--- src/rtl/interval_timer.sv ---
module interval_timer #(
  parameter int W   = 8,
  parameter int PRE = 64
) (
  input  logic         clk,
  input  logic         rst_n,
  input  logic         tick,
  input  logic         ld,
  input  logic [W-1:0] ld_val,
  input  logic         clr,
  input  logic         ie_we,
  input  logic         ie_d,
  output logic         elapsed,
  output logic         err,
  output logic         irq
);
  localparam int PW = $clog2(PRE);

  logic [W-1:0]  ival, cnt;
  logic [PW-1:0] pre;
  logic          ie;

  wire run    = ival != '0;
  wire unit   = run && tick && (pre == PW'(PRE - 1));
  wire expire = !ld && unit && (cnt == W'(1));

  always_ff @(posedge clk) begin
    if (!rst_n) begin
      ival    <= '0;
      cnt     <= '0;
      pre     <= '0;
      ie      <= 1'b0;
      elapsed <= 1'b0;
      err     <= 1'b0;
    end else begin
      if (ie_we) ie <= ie_d;
      if (ld) begin
        ival <= ld_val;
        cnt  <= ld_val;
        pre  <= '0;
      end else if (run && tick) begin
        pre <= unit ? '0 : pre + 1'b1;
        if (unit) cnt <= (cnt == W'(1)) ? ival : cnt - 1'b1;
      end
      elapsed <= expire | (elapsed & ~clr);
      err     <= (expire & elapsed & ~clr) | (err & ~clr);
    end
  end

  assign irq = ie & elapsed;

  a_r4_err_implies_elapsed: assert property (@(posedge clk) disable iff (!rst_n)
    err |-> elapsed);

  a_r5_clear_drops_err: assert property (@(posedge clk) disable iff (!rst_n)
    clr |=> !err);

  a_r4_err_rises_on_held_flag: assert property (@(posedge clk) disable iff (!rst_n)
    $rose(err) |-> $past(elapsed));

  a_r8_idle_sets_nothing: assert property (@(posedge clk) disable iff (!rst_n)
    (ival == '0 && !ld) |=> !$rose(elapsed) && !$rose(err));

  a_r9_load_no_instant_expiry: assert property (@(posedge clk) disable iff (!rst_n)
    ld |=> !$rose(elapsed));

  a_r7_irq_needs_flag: assert property (@(posedge clk) disable iff (!rst_n)
    irq |-> elapsed);
endmodule

--- config.mk ---
export PLATFORM = sky130hd
export DESIGN_NAME = interval_timer
export DESIGN_NICKNAME = d
export VERILOG_FILES = /design/src/rtl/interval_timer.sv
export SDC_FILE = /design/constraint.sdc
export NUM_CORES = 1
export LEC_CHECK = 0
export BUFFER_PORTS_ARGS = -buffer_cell sky130_fd_sc_hd__buf_2
export CORE_MARGIN = 8
export CORE_UTILIZATION = 60
export DETAILED_ROUTE_END_ITERATION = 10
export GPL_TIMING_DRIVEN = 0
export HOLD_SLACK_MARGIN = 0.03
export PLACE_DENSITY = 0.82
export SYNTH_ARGS = -nofsm -noshare
export SYNTH_HDL_FRONTEND = slang
export SYNTH_SLANG_ARGS = --single-unit
export TNS_END_PERCENT = 20
--- constraint.sdc ---
create_clock -name clk -period 3.66 [get_ports clk]
set_input_delay 0.183 -clock clk [delete_from_list [all_inputs] [get_ports clk]]
set_output_delay 0.183 -clock clk [all_outputs]
set_load 0.02 [all_outputs]
; ---- Word level (Yosys, flattened, before mapping)
; Index checks and enable logic that the tools add are counted.
[totals]
elab_cells = 34
out_inout_bits = 3
regBits = 25
[op_classes]
n_bitwise = 9
n_reduce_logical = 10
addsub = 2
eq_ne = 2
muxes = 5
[op_table]
columns = op, count
row1 = $mux 8, 4
row2 = $eq 8x1->1 const B, 1
row3 = $reduce_bool 8->1, 1
row4 = $sub 8x1->8 const B, 1
row5 = $add 6x1->6 const B, 1
row6 = $eq 6x6->1 const B, 1
row7 = $mux 6, 1
row8 = $and 1x1->1, 5
row9 = $logic_and 1x1->1, 4
row10 = $reduce_bool 2->1, 2
row11 = $not 1->1, 2
row12 = $or 1x1->1, 2
row13 = $reduce_and 2->1, 1
row14 = $reduce_or 2->1, 1
row15 = $logic_not 1->1, 1

; ---- Logic depth before layout (Yosys ltp)
[depth]
word_depth = 8
mapped_depth = 7
mapped_depth_nobuf = 7

; ---- Worst setup path after synthesis
; OpenSTA, ideal clock, no wires.
[synth_path]
path_type = reg-to-reg
startpoint = reg cnt[1]
endpoint = reg cnt[4]
period_less_slack_ns = 1.880
path_slack_ns = 1.780
path_stages_with_launch = 8
arrival_time_ns = 1.759
t_required_ns = 3.540
cell_sequence = dfxtp_1 -> inv_1 -> ha_1 -> or3b_2 -> nor2_1 -> mux2_2 -> a311oi_1 -> nor2_1
[synth_between]
elab_chain_cells = 5
word_cells_on_any_way = 6
cone_classes = 1 x add/sub / 1 x eq/ne / 4 x mux
[synth_lines]
columns = item, line_no
row1 = "start, declared", 19  ; logic [W-1:0] ival, cnt;
row2 = "start signal, assigned", 39  ; cnt <= ld_val;
row3 = "start signal, assigned", 43  ; if (unit) cnt <= (cnt == W'(1)) ? ival : cnt - 1'b1;
row4 = $sub 8x1->8 or $eq 8x1->1 (tied branches), 43
row5 = $mux 8 * (2 in a row), 43
row6 = $mux 8 *, 41  ; end else if (run && tick) begin
row7 = $mux 8 *, 37  ; if (ld) begin
; Every way passes the cells marked *; elsewhere a longest branch is shown, timed or not. The select of a mux whose other input is x is not followed.
; A chain may end at the register's enable or synchronous reset.

; ---- Worst setup path after layout
; Same ends and word-level chain as after synthesis.

==> results.toml <==
[place]
place_hpwl_um = 2450
io_buffer_count = 16
pre_cts_slack_ns = 1.64
gp_congestion = 0.924
dp.cells = 200

[floorplanning]
rows = 17
core_area_mm2 = 0.00217
io_pins = 18
start_util_pct = 62.0
dieArea_mm2 = 0.00401
dieHeight_um = 63.3
dieWidth_um = 63.3

[synth]
muxShareOfSynthArea_pct = 7.53
synthCells = 156
yosys.cell_count.top_type = "dfxtp_1"
ys.flop_type = "dfxtp_1"
synth_commonest_cells = "25 x dfxtp_1, 16 x nand2_1, 12 x a21oi_1, 10 x nor2_1"
seq_area_frac_synth_pct = 37.2
synth_top_family_by_area = "simple AND/OR/NAND/NOR gates"
synth_top_cell_by_area = "dfxtp_1"
yosysWarnings = 0
synthSimpleGateAreaFrac_pct = 26.9
synth_cell_type_count = 46
synth_edf_count = 0
syn_area_per_cell_um2 = 8.62
synth_area_leaders = "dfxtp_1 37%, mux2i_1 6.7%, a21oi_1 4.5%"
syn_area_mm2 = 0.00135
async_reset_ff_share_pct = 0
synth_compound_area_share_pct = 18.3
synth-xor-area-share_pct = 3.26
synth_seq_cells = 25
synth_top_area_share_pct = 37.2
synth_fa_ha_area_share_pct = 2.79
syn_nets = 174

[sta]
setup_tns_ns = 0
setup_viol = 0
period_share_pct = 57.3
drv_slew = 0
finClkSkew_ns = 0.00540
max_freq_ghz = 0.476
worst_slack_ns = 1.56
min_period_ns = 2.10
slew_headroom_pct = 64.7
whs_ns = 0.0971
finalHoldViolations = 0
rsz0062_at_grt = "false"
worst_slew_pin_slew_ns = 0.530

[setup_path]
crit_path_max_incr_delay_ns = 0.51
criticalPathCategory = "flop to flop"
ff2ff_setup_slack_ns = 1.56
slowest_stage = "or3b_2"
path_buf_inv = 1
cp-endpoint = "cnt[4]"
critPathLaunch = "cnt[1]"
cp.required_ns = 3.89
arrival_ns = 2.33
endpoint_kind = "flop"
r2r_cells = 7
r2r_start = "cnt[1]"
cp_num_cells = 7
cp_common_cell = "nor2_1"
path_cells = "inv_1 -> ha_1 -> or3b_2 -> nor2_1 -> mux2_2 -> a311oi_1 -> nor2_1"
crit_family = "simple AND/OR/NAND/NOR gates"
cp_max_fo = 5
reg2reg_to = "cnt[4]"
start_kind = "flop"

[clock_network]
cts_setup_buffers = 0
root_buffer = "clkbuf_4"
cts_htree_levels = 1
cts_tree = "built"
cts_buffers = 3
insertion_delay_ns = 0.32
clk_transition_reported_paths_ns = 0.14
cts_max_path_buffers = 2
ctsResizeCount = 0
cts_sinks = 25

[routing]
remaining_drc_errors = 0
detail_route.wl_per_cell_um = 15.9
first_iter_violations = 85
vias = 1250
routed_wl_um = 3250
detail_route.first_pass.iterations = 4
via_per_inst = 6.10
postRouteAntennaNets = 0

[global_route]
grt_pass1_vias = 1200
grt_pass1_wl_um = 5380
antenna_found_initial = 0
grt.total_usage_pct = 16.2
overflow = 0
grt_start_max_net_pins = 14

[hold_path]
hold_class = "input pin to flop"

[power]
power_switching_mw = 0.148
irDropWorstVdd_mv = 0.288
leakagePower_nw = 0.588
power.density_mw_per_mm2 = 346
p_int_mw = 0.370
switching_share_pct = 28.5
clkPwrFrac_pct = 24.5
seq_power_share_pct = 57.4
p_comb_share_pct = 18.1

[flow_run]
drv_cap = 0

[finish]
drive_gt1_share_pct = 18.1
fin_nets = 196
seqCellArea_um2 = 500
utilization_pct = 69.0
multi_input_area_um2 = 791
fillers = 215
final_cells = 205
antenna_cells = 0
area_growth_pct = 11.3

[run_status]
status = "finished clean"
## cells in the final DEF (no fill, tap or decap), drive strengths merged, types with 2 or more instances in the layout
cell,netlist,routed
nand4,2,2
ha,3,3
or4,4,4
o21ai,9,9
clkbuf,2,6
and2,2,2
dfxtp,25,25
inv,4,4
mux2i,9,9
a21oi,12,12
nand3,7,7
nor3,5,5
xnor2,2,2
nand2,17,17
nor3b,3,3
nor2b,9,9
xor2,3,3
o211ai,2,2
a31oi,2,2
buf,4,20
nor2,11,11
## layout make-up
cell class                      instances  share of cell area [%]
Clock buffer                            4                    1.76
Tap cell                               28                    2.34
Sequential cell                        25                    33.4
Timing Repair Buffer                   17                    6.02
Multi-Input combinational cell        121                    52.8
Inverter                                4                    1.00
Buffer                                  6                    2.59
## flip-flops by register name (all words and copies together) (netlist names)
signal,count
ie,1
ival,8
pre,6
elapsed,1
err,1
cnt,8
## worst min path at each step
stage,endpoint,start,slack (ns),cells after the start
final,cnt[7],ld_val[7],0.1,3
after global routing,cnt[0],ld_val[0],0.11,3
after CTS,cnt[7],ld_val[7],0.09,3
after detailed placement,err,clr,0.36,2
after global placement,err,clr,0.36,2
after floorplan,err,clr,0.26,1
## per-layer routing
layer	part of all wire (%)	global-route usage, %	up-vias	wire length [um]
met1	43	17.6	596	1410
met2	50	28.4	37	1630
met3	3.7	3.00	9	119
met4	2.9	10.0	0	93
li1	-	-	608	-
met5	0	0	-	0
## worst min-delay path, stage by stage
cell	delay, ns
buf_2	0.09
nand3_1	0.06
o21ai_0	0.06
## power by group through the flow
stage | sequential, mW | combinational, mW | clock [mW]
after global placement | 0.302 | 0.0871 | 0
after floorplan | 0.300 | 0.0685 | 0
after CTS | 0.297 | 0.0927 | 0.128
after detailed placement | 0.303 | 0.0913 | 0
after global routing | 0.299 | 0.102 | 0.141
final | 0.298 | 0.0937 | 0.127
## timing repair
action                                 CTS  global route
endpoints found under the hold margin    1             0
hold buffers                             1             0
setup endpoints to repair                0             0
## stage by stage
step           area [um^2]  power [mW]
2_1_floorplan         1350       0.368
3_3_place_gp          1460       0.389
3_5_place_dp          1460       0.394
4_1_cts               1500       0.518
5_1_grt               1500       0.542
6_report              1500       0.518
## cell families after synthesis
kind of cell	Yosys count
buf+inv	10
flops	25
fa+ha+maj	3
mux	10
xor+xnor	5
compound gates	37
simple gates	66
(Power assumes the default switching activity.)
